File: src/rtl/usbrx_pkg.sv
package usbrx_pkg;

  typedef enum logic [1:0] {
    RX_HUNT  = 2'd0,
    RX_SYNC  = 2'd1,
    RX_DATA  = 2'd2,
    RX_DRAIN = 2'd3
  } rx_state_e;

  typedef struct packed {
    logic vld;
    logic eop;
    logic frm;
    logic ovf;
    logic stf;
  } rx_evt_t;

  function automatic logic line_is_k(input logic dp, input logic dm);
    return dp & ~dm;
  endfunction

  function automatic logic line_is_se0(input logic dp, input logic dm);
    return ~dp & ~dm;
  endfunction

endpackage

File: src/rtl/usbrx_phase_trk.sv
module usbrx_phase_trk #(
  parameter int unsigned OVS = 8
) (
  input  logic clk,
  input  logic rst_n,
  input  logic dm_i,
  output logic bit_stb_o,
  output logic dm_fall_o
);
  localparam int unsigned PW = $clog2(OVS);
  localparam logic [PW-1:0] MID  = PW'(OVS / 2);
  localparam logic [PW-1:0] LAST = PW'(OVS - 1);

  logic          dm_prev_q;
  logic [PW-1:0] ph_q, ph_d;
  logic          dm_edge;

  always_comb begin
    dm_edge = dm_i ^ dm_prev_q;
    if (dm_edge)          ph_d = PW'(1);
    else if (ph_q == LAST) ph_d = '0;
    else                  ph_d = ph_q + PW'(1);
  end

  always_ff @(posedge clk or negedge rst_n) begin
    if (!rst_n) begin
      dm_prev_q <= 1'b1;
      ph_q      <= '0;
    end else begin
      dm_prev_q <= dm_i;
      ph_q      <= ph_d;
    end
  end

  assign bit_stb_o = (ph_q == MID) && !dm_edge;
  assign dm_fall_o = dm_prev_q & ~dm_i;

endmodule

File: src/rtl/usbrx_nrzi_unstuff.sv
module usbrx_nrzi_unstuff #(
  parameter int unsigned STUFF_RUN = 6
) (
  input  logic clk,
  input  logic rst_n,
  input  logic init_i,
  input  logic en_i,
  input  logic lvl_i,
  output logic bit_o,
  output logic bit_vld_o,
  output logic stuff_err_o
);
  localparam int unsigned CW = $clog2(STUFF_RUN + 1);
  localparam logic [CW-1:0] RUN_MAX = CW'(STUFF_RUN);

  logic          lvl_prev_q, lvl_prev_d;
  logic [CW-1:0] ones_q, ones_d;
  logic          same_lvl, at_run;

  always_comb begin
    same_lvl    = (lvl_i == lvl_prev_q);
    at_run      = (ones_q == RUN_MAX);
    bit_o       = same_lvl;
    bit_vld_o   = en_i && !at_run;
    stuff_err_o = en_i && at_run && same_lvl;
  end

  always_comb begin
    lvl_prev_d = lvl_prev_q;
    ones_d     = ones_q;
    if (init_i) begin
      lvl_prev_d = 1'b0;
      ones_d     = '0;
    end else if (en_i) begin
      lvl_prev_d = lvl_i;
      if (at_run || !same_lvl) ones_d = '0;
      else                     ones_d = ones_q + CW'(1);
    end
  end

  always_ff @(posedge clk or negedge rst_n) begin
    if (!rst_n) begin
      lvl_prev_q <= 1'b0;
      ones_q     <= '0;
    end else begin
      lvl_prev_q <= lvl_prev_d;
      ones_q     <= ones_d;
    end
  end

endmodule

File: src/rtl/usbrx_byte_asm.sv
module usbrx_byte_asm #(
  parameter int unsigned BYTE_W    = 8,
  parameter int unsigned BUF_BYTES = 11
) (
  input  logic              clk,
  input  logic              rst_n,
  input  logic              init_i,
  input  logic              bit_vld_i,
  input  logic              bit_i,
  output logic [BYTE_W-1:0] byte_o,
  output logic              done_o,
  output logic              ovf_o,
  output logic              partial_o
);
  localparam int unsigned IW = $clog2(BYTE_W);
  localparam int unsigned LW = $clog2(BUF_BYTES + 1);
  localparam logic [IW-1:0] TOP_BIT = IW'(BYTE_W - 1);
  localparam logic [LW-1:0] CAP     = LW'(BUF_BYTES);

  logic [BYTE_W-1:0] sh_q, sh_d;
  logic [IW-1:0]     cnt_q, cnt_d;
  logic [LW-1:0]     left_q, left_d;
  logic              full;

  always_comb begin
    byte_o    = {bit_i, sh_q[BYTE_W-1:1]};
    full      = bit_vld_i && (cnt_q == TOP_BIT);
    done_o    = full && (left_q != '0);
    ovf_o     = full && (left_q == '0);
    partial_o = (cnt_q != '0);
  end

  always_comb begin
    sh_d   = sh_q;
    cnt_d  = cnt_q;
    left_d = left_q;
    if (init_i) begin
      sh_d   = '0;
      cnt_d  = '0;
      left_d = CAP;
    end else if (bit_vld_i) begin
      sh_d  = byte_o;
      cnt_d = full ? '0 : cnt_q + IW'(1);
      if (done_o) left_d = left_q - LW'(1);
    end
  end

  always_ff @(posedge clk or negedge rst_n) begin
    if (!rst_n) begin
      sh_q   <= '0;
      cnt_q  <= '0;
      left_q <= '0;
    end else begin
      sh_q   <= sh_d;
      cnt_q  <= cnt_d;
      left_q <= left_d;
    end
  end

endmodule

File: src/rtl/usb_ls_rx.sv
module usb_ls_rx
  import usbrx_pkg::*;
#(
  parameter int unsigned OVS       = 8,
  parameter int unsigned BUF_BYTES = 11,
  parameter int unsigned STUFF_RUN = 6,
  parameter int unsigned BYTE_W    = 8
) (
  input  logic              clk,
  input  logic              rst_n,
  input  logic              dp_i,
  input  logic              dm_i,
  output logic [BYTE_W-1:0] rx_data_o,
  output logic              rx_valid_o,
  output logic              rx_active_o,
  output logic              rx_eop_o,
  output logic              rx_frame_err_o,
  output logic              rx_overflow_o,
  output logic              rx_stuff_err_o
);

  rx_state_e         state_q, state_d;
  logic              seen_k_q, seen_k_d;
  logic              se0p_q, se0p_d;
  rx_evt_t           evt_q, evt_d;
  logic [BYTE_W-1:0] data_q;

  logic bit_stb, dm_fall;
  logic is_k, is_se0;
  logic dec_init, dec_en;
  logic dbit, dbit_vld, stuff_err;
  logic [BYTE_W-1:0] asm_byte;
  logic asm_done, asm_ovf, asm_partial;

  usbrx_phase_trk #(.OVS(OVS)) u_phase (
    .clk       (clk),
    .rst_n     (rst_n),
    .dm_i      (dm_i),
    .bit_stb_o (bit_stb),
    .dm_fall_o (dm_fall)
  );

  usbrx_nrzi_unstuff #(.STUFF_RUN(STUFF_RUN)) u_dec (
    .clk         (clk),
    .rst_n       (rst_n),
    .init_i      (dec_init),
    .en_i        (dec_en),
    .lvl_i       (dm_i),
    .bit_o       (dbit),
    .bit_vld_o   (dbit_vld),
    .stuff_err_o (stuff_err)
  );

  usbrx_byte_asm #(.BYTE_W(BYTE_W), .BUF_BYTES(BUF_BYTES)) u_asm (
    .clk       (clk),
    .rst_n     (rst_n),
    .init_i    (dec_init),
    .bit_vld_i (dbit_vld),
    .bit_i     (dbit),
    .byte_o    (asm_byte),
    .done_o    (asm_done),
    .ovf_o     (asm_ovf),
    .partial_o (asm_partial)
  );

  // line classification and datapath enables
  always_comb begin
    is_k     = line_is_k(dp_i, dm_i);
    is_se0   = line_is_se0(dp_i, dm_i);
    dec_init = bit_stb && (state_q == RX_SYNC) && is_k && seen_k_q;
    dec_en   = bit_stb && (state_q == RX_DATA) && !is_se0 && !se0p_q;
  end

  // packet sequencing
  always_comb begin
    state_d  = state_q;
    seen_k_d = seen_k_q;
    se0p_d   = se0p_q;
    evt_d    = '0;
    unique case (state_q)
      RX_HUNT: begin
        if (dm_fall && is_k) begin
          state_d  = RX_SYNC;
          seen_k_d = 1'b0;
        end
      end
      RX_SYNC: begin
        if (bit_stb) begin
          if (!is_k) begin
            state_d = RX_HUNT;
          end else if (seen_k_q) begin
            state_d = RX_DATA;
            se0p_d  = 1'b0;
          end else begin
            seen_k_d = 1'b1;
          end
        end
      end
      RX_DATA: begin
        if (bit_stb) begin
          if (is_se0) begin
            if (se0p_q) begin
              evt_d.eop = 1'b1;
              evt_d.frm = asm_partial;
              se0p_d    = 1'b0;
              state_d   = RX_HUNT;
            end else begin
              se0p_d = 1'b1;
            end
          end else if (se0p_q) begin
            evt_d.frm = 1'b1;
            se0p_d    = 1'b0;
            state_d   = RX_DRAIN;
          end else if (stuff_err) begin
            evt_d.stf = 1'b1;
            state_d   = RX_DRAIN;
          end else if (asm_ovf) begin
            evt_d.ovf = 1'b1;
            state_d   = RX_DRAIN;
          end else if (asm_done) begin
            evt_d.vld = 1'b1;
          end
        end
      end
      RX_DRAIN: begin
        if (is_se0) state_d = RX_HUNT;
      end
      default: state_d = RX_HUNT;
    endcase
  end

  always_ff @(posedge clk or negedge rst_n) begin
    if (!rst_n) begin
      state_q  <= RX_HUNT;
      seen_k_q <= 1'b0;
      se0p_q   <= 1'b0;
      evt_q    <= '0;
    end else begin
      state_q  <= state_d;
      seen_k_q <= seen_k_d;
      se0p_q   <= se0p_d;
      evt_q    <= evt_d;
    end
  end

  always_ff @(posedge clk or negedge rst_n) begin
    if (!rst_n) begin
      data_q <= '0;
    end else if (evt_d.vld) begin
      data_q <= asm_byte;
    end
  end

  assign rx_data_o      = data_q;
  assign rx_valid_o     = evt_q.vld;
  assign rx_eop_o       = evt_q.eop;
  assign rx_frame_err_o = evt_q.frm;
  assign rx_overflow_o  = evt_q.ovf;
  assign rx_stuff_err_o = evt_q.stf;
  assign rx_active_o    = (state_q == RX_DATA);

endmodule

File: config.mk
export PLATFORM = sky130hd
export DESIGN_NAME = usb_ls_rx
export DESIGN_NICKNAME = d
export VERILOG_FILES = /design/src/rtl/usbrx_pkg.sv /design/src/rtl/usbrx_phase_trk.sv /design/src/rtl/usbrx_nrzi_unstuff.sv /design/src/rtl/usbrx_byte_asm.sv /design/src/rtl/usb_ls_rx.sv
export SDC_FILE = /design/constraint.sdc
export NUM_CORES = 1
export LEC_CHECK = 0
export ABC_AREA = 1
export ABC_CLOCK_PERIOD_IN_PS = 2600
export BUFFER_PORTS_ARGS = -buffer_cell sky130_fd_sc_hd__clkbuf_2
export CAP_MARGIN = 20
export CORE_ASPECT_RATIO = 0.8
export CORE_MARGIN = 8
export CORE_UTILIZATION = 32
export DETAILED_ROUTE_END_ITERATION = 7
export HOLD_SLACK_MARGIN = 0.15
export PLACE_DENSITY = 0.54
export SLEW_MARGIN = 20
export SYNTH_ARGS = -nofsm -noshare
export SYNTH_HDL_FRONTEND = slang
export SYNTH_HIERARCHICAL = 1
export SYNTH_SLANG_ARGS = --single-unit
File: constraint.sdc
create_clock -name clk -period 2.6 [get_ports clk]
set_input_delay 0 -clock clk [delete_from_list [all_inputs] [get_ports clk]]
set_output_delay 0 -clock clk [all_outputs]
set_load 0.05 [all_outputs]
# Word-level counts from Yosys, hierarchy flattened
# Index checks and enable logic that the tools add are counted.
[classes]
muxes = 54
add_sub_neg = 4
n_eq_ne = 17
reduce_logical = 33
n_bitwise = 6
[op_table]
columns = ["operator", "count"]
rows = [
  ["2-bit two-way mux", 14],
  ["3-bit two-way mux", 8],
  ["1-bit two-way mux", 22],
  ["8-bit two-way mux", 2],
  ["1-bit logical AND", 14],
  ["3-bit == test (second input constant)", 4],
  ["4-bit two-way mux", 3],
  ["5-bit two-way mux", 2],
  ["2-bit inequality test (second input constant)", 5],
  ["2-bit nonzero test", 5],
  ["3-bit by 1-bit adder with 3-bit output (second input constant)", 3],
  ["2-bit one-hot mux with 4 select lines", 1],
  ["7-bit AND reduction", 1],
  ["3-bit inequality test (second input constant)", 2],
  ["1-bit zero test", 5],
  ["5-bit AND reduction", 1],
  ["2-bit == test (second input constant)", 2],
  ["4-bit zero test", 1],
  ["4-bit by 1-bit inequality test with 1-bit output (second input constant)", 1],
  ["1-bit one-hot mux with 2 select lines", 2],
  ["4-bit AND reduction", 1],
  ["4-bit nonzero test", 1],
  ["4-bit by 1-bit subtractor with 4-bit output (second input constant)", 1],
  ["1-bit AND", 3],
  ["9 further kinds", 10],
]
[totals]
out_inout_bits = 14
regBits = 40
inputBits = 4

# Longest topological paths before layout
[depth]
ltp_word = 16
mapped_depth = 18

# Modules after synthesis
# The synthesis kept the hierarchy.
[modules_own_cells]
columns = ["mod", "cells_per_inst", "area_per_inst_um2", "instances"]
rows = [
  ["usb_ls_rx", 106, 848.3, 1],
  ["usbrx_byte_asm", 80, 698.2, 1],
  ["usbrx_nrzi_unstuff", 31, 265.3, 1],
  ["usbrx_phase_trk", 19, 193.9, 1],
]

# Least setup slack after synthesis
# Ideal clock, no wire load.
[synth_timing]
path_type = "register to register"
start = "register u_phase.dm_prev_q"
end = "register data_q[0] (netlist: rx_data_o[0])"
arrival_ps = 2374
path_buffers = 1
required_ps = 2482
synth_period_minus_slack_ps = 2492
path_slack_ps = 108
path_stages_with_launch = 17
setup_time_ps = 118
path_cell_list = "dfstp_2 -> ha_1 -> nand2_1 -> nor2_1 -> nand4_1 -> inv_1 -> inv_2 -> a21oi_1 -> nand2_1 -> inv_2 -> nand2_4 -> inv_4 -> nand3_1 -> or2_1 -> buf_6 -> nand2_1 -> nand2_1"
[synth_between]
elab_chain_len = 16
elab_cells_between_ends = 19
cone_classes = "mux (7); bitwise (1); reduce/logical (11)"
[synth_rtl]
columns = ["element", "line_no", "rtl"]
rows = [
  ["start: declaration", "usbrx_phase_trk.sv:14", "logic dm_prev_q;"],
  ["start signal: assignment", "usbrx_phase_trk.sv:30", "dm_prev_q <= dm_i;"],
  ["1-bit XOR", "usbrx_phase_trk.sv:19", "dm_edge = dm_i ^ dm_prev_q;"],
  ["1-bit zero test", "usbrx_phase_trk.sv:35", "assign bit_stb_o = (ph_q == MID) && !dm_edge;"],
  ["1-bit logical AND", "usbrx_phase_trk.sv:35", ""],
  ["named net bit_stb", "usb_ls_rx.sv:28", "logic bit_stb, dm_fall;"],
  ["1-bit logical AND (3 in a row)", "usb_ls_rx.sv:71", "dec_en = bit_stb && (state_q == RX_DATA) && !is_se0 && !se0p_q;"],
  ["named net dec_en", "usb_ls_rx.sv:30", "logic dec_init, dec_en;"],
  ["1-bit logical AND", "usbrx_nrzi_unstuff.sv:24", "bit_vld_o = en_i && !at_run;"],
  ["named net dbit_vld", "usb_ls_rx.sv:31", "logic dbit, dbit_vld, stuff_err;"],
  ["[... 2 more ...]", "-", ""],
  ["named net asm_done", "usb_ls_rx.sv:33", "logic asm_done, asm_ovf, asm_partial;"],
  ["1-bit two-way mux", "usb_ls_rx.sv:120", "end else if (asm_done) begin"],
  ["1-bit two-way mux", "usb_ls_rx.sv:117", "end else if (asm_ovf) begin"],
  ["1-bit two-way mux", "usb_ls_rx.sv:114", "end else if (stuff_err) begin"],
  ["1-bit two-way mux", "usb_ls_rx.sv:110", "end else if (se0p_q) begin"],
  ["1-bit two-way mux", "usb_ls_rx.sv:101", "if (is_se0) begin"],
  ["5-bit two-way mux", "usb_ls_rx.sv:100", "if (bit_stb) begin"],
  ["5-bit two-way mux", "usb_ls_rx.sv:80", "unique case (state_q)"],
  ["end signal: assignment", "usb_ls_rx.sv:150", "data_q <= asm_byte;"],
  ["end: declaration", "usb_ls_rx.sv:26", "logic [BYTE_W-1:0] data_q;"],
]
# The timed path passes the listed nets, and every way through them passes these cells.
# A chain may end at the register's enable or synchronous reset.

==> impl_metrics.yaml <==
grt:
  grt_pass1_vias: 1525
  grt_usage_pct: 9.236
  grt-ovfl-total: 0
  grt_max_degree: 40
  antenna_found_initial: 0
  grt_pass1_wl_um: 6948
clocking:
  cts_sinks: 39
  cts_max_level: 2
  cts-root-buf: "clkbuf_8"
  cts.path.max_buffers: 2
  cts_buffers: 5
  cts_tree: "done"
  clk_pin_slew_worst_paths_ns: 0.08
  clock_latency_ns: 0.29
detailed_routing:
  ant_nets: 0
  wl_per_cell_um: 11.00
  vias_per_cell: 4.274
  first_pass_iters: 4
  remaining_drc_errors: 0
  drt_iter0_drc: 85
  wl_um: 3862
  vias: 1500
yosys:
  ys_warn_count: 6
  ys_top_cells_by_area: "dfrtp_1 (47%), nand2_1 (12%), ha_1 (6.9%)"
  ys.flop_type: "dfrtp_1"
  synth_nets: 251
  ys_ff_latch: 39
  syn-mean-instance-area_um2: 8.499
  synth.yosys.seq_area_share_pct: 48.72
  synth_top_area_share_pct: 47.41
  async_flop_share_pct: 100.0
  synth.most_common_cell: "nand2_1"
  synthCells: 236
  synthTopCellsByCount: "nand2_1 (63), dfrtp_1 (38), inv_1 (34), nor2_1 (19), nand3_1 (18)"
  synth_edf_count: 0
  netlist_area_um2: 2006
  yosysUniqueCellTypes: 27
  synth_top_area_cell: "dfrtp_1"
sta:
  hold_viol: 0
  slew_headroom_pct: 76.37
  layout_setup_ws_ns: 0.2504
  finalSetupViolations: 0
  min_period_ns: 2.350
  rsz0062_at_grt: "false"
  drv_slew: 0
  tightestPinTransition_ns: 0.3544
  timing.final.crit_share_pct: 90.37
  fin_skew_ns: 0.005945
  clock.fmax_mhz: 425.6
place:
  pre_cts_slack_ns: -0.01803
  place_congestion: 0.8056
  dp_hpwl_um: 2833
  portBuffers: 17
  placed_cell_area_um2: 2211
power:
  leakage_nw: 1.322
  p_per_area_nw_per_um2: 791.3
  irDropWorstVdd_mv: 0.2995
  power_w: 0.001929
finish:
  drive_gt1_share_pct: 23.70
  fin_nets: 284
  multi_input_area_um2: 860.8
  seqCellArea_um2: 977.2
  fillers: 603
  final_cell_area_um2: 2437
  antenna_cells: 0
  area_delta_synth_final_pct: 21.52
flow_run:
  drv_cap: 0
die:
  initial_core_util_pct: 33.57
  row_count: 25
  die_y_um: 86.81
  ios: 18
  dieArea_um2: 9073
  core_area_um2: 5974
  die_w_um: 104.5
critical_path:
  worst_setup_path_start_kind: "primary input"
  critical_path_class: "in -> reg"
  crit_fanout: 9
  cp.arrival_ns: 2.57
  critPathCaptureType: "flop"
  crit_required_ns: 2.82
status:
  status: "complete, no violations"
worst_hold_path:
  hold_class: "in -> reg"
power breakdown:
group	internal (W)	switching [W]	leakage, nW
clock network	0.000384	0.000211	0.0654
logic	0.000187	0.000305	0.773
registers	0.000736	0.000106	0.483
flip-flops by register name, indices dropped and copies added, names as in the netlist:
name               cells
u_asm/cnt_q            3
rx_data_o              8
u_asm/left_q           4
u_dec/lvl_prev_q       1
state_q                2
u_dec/ones_q           3
rx_stuff_err_o         1
se0p_q                 1
rx_overflow_o          1
rx_valid_o             1
rx_frame_err_o         1
seen_k_q               1
u_asm/sh_q             7
u_phase/ph_q           3
u_phase/dm_prev_q      1
rx_eop_o               1
worst max-delay path, stage by stage:
cell and delay (ns):
dlygate4sd3_1 0.52, clkbuf_4 0.17, inv_1 0.05, ha_1 0.28, nand2_1 0.06, nor2_2 0.11, nand4_1 0.15, inv_1 0.11
inv_2 0.07, a21oi_4 0.14, nand2_2 0.09, inv_2 0.08, nand2_4 0.08, inv_4 0.08, nand3_1 0.07, or2_4 0.31
clkinv_8 0.09, nand2_2 0.04, nand2_1 0.05
cell families after synthesis:
| logic type | Yosys count | synth area share (%) |
|---|---|---|
| adders and majority gates | 11 | 6.862 |
| AOI/OAI and AO/OA | 22 | 6.800 |
| DFF | 39 | 48.72 |
| xor gates and xnor gates | 1 | 0.4368 |
| and+or+nand+nor | 120 | 27.64 |
| buffers and inverters | 43 | 9.544 |
per-layer routing:
metal	vias to the layer above	wire [µm]	track usage, %
li1	801	-	-
met1	682	2048	11.82
met2	13	1629	14.56
met3	4	142	2.669
met4	0	42	3.145
met5	-	0	0
layout by cell type (no fill, tap or decap):
cell type and instances:
clkbuf_8 5, clkbuf_4 1, o21ai_2 1, a21oi_2 2
bufinv_16 2, a21oi_4 1, dfrtp_1 38, nor2_8 1
clkbuf_1 1, nand2_2 11, nand4_1 2, inv_2 4
dfstp_2 1, nand2_1 62, o21ai_0 10, o22ai_2 1
a21oi_1 1, o22ai_1 6, or2_4 1, nand2_4 2
nand3b_1 1, clkbuf_2 16, nor2_2 3, xor2_1 1
inv_1 34, nand3_2 2, inv_4 1, nand3_1 18
buf_4 7, nor2_1 16, buf_12 1, clkinv_8 1
ha_1 11, dlygate4sd3_1 4, nor3_1 1
final timing paths:
check                                        from           endpoint  slack [ns]  depth (start not counted)
worst max-delay path                         dm_i       rx_data_o[1]        0.25                         19
worst max register to register  u_phase/dm_prev_q       rx_data_o[1]        0.33                         16
max in group asynchronous                   rst_n  u_phase/dm_prev_q        1.41                          4
worst min register to register      u_asm/sh_q[3]       rx_data_o[2]        0.48                          2
min in group asynchronous                   rst_n     rx_stuff_err_o        0.67                          3
worst min-delay path                         dm_i  u_phase/dm_prev_q        0.42                          2
per-stage QoR:
stage | hold slack (ns) | TNS, ns | cells | util [%]
6_report | 0.4234 | 0 | 351 | 40.80
5_1_grt | 0.4392 | 0 | 351 | 40.80
4_1_cts | 0.4281 | 0 | 348 | 39.77
3_5_place_dp | 0.1790 | -0.07759 | 337 | 37.01
3_3_place_gp | 0.1748 | 0 | 337 | 37.01
2_1_floorplan | -0.2956 | 0 | 236 | -
what timing repair did:
action | 4_1_cts | 5_1_grt
hold buffers | 3 | 1
buffers inserted | 0 | 1
gates resized for setup | 1 | 8
pin swaps | 0 | 2
endpoints found under the setup margin | 8 | 11
endpoints found under the hold margin | 42 | 10
layout make-up:
| type | instances | area share (%) |
|---|---|---|
| sequential | 39 | 40.09 |
| multi-input combinational | 154 | 35.32 |
| timing repair buffer | 29 | 8.214 |
| inverter | 40 | 6.776 |
| tap | 81 | 4.158 |
| clock buffer | 6 | 2.977 |
| clock inverter | 2 | 2.464 |
Note: power is estimated with default switching activity, not from simulation.
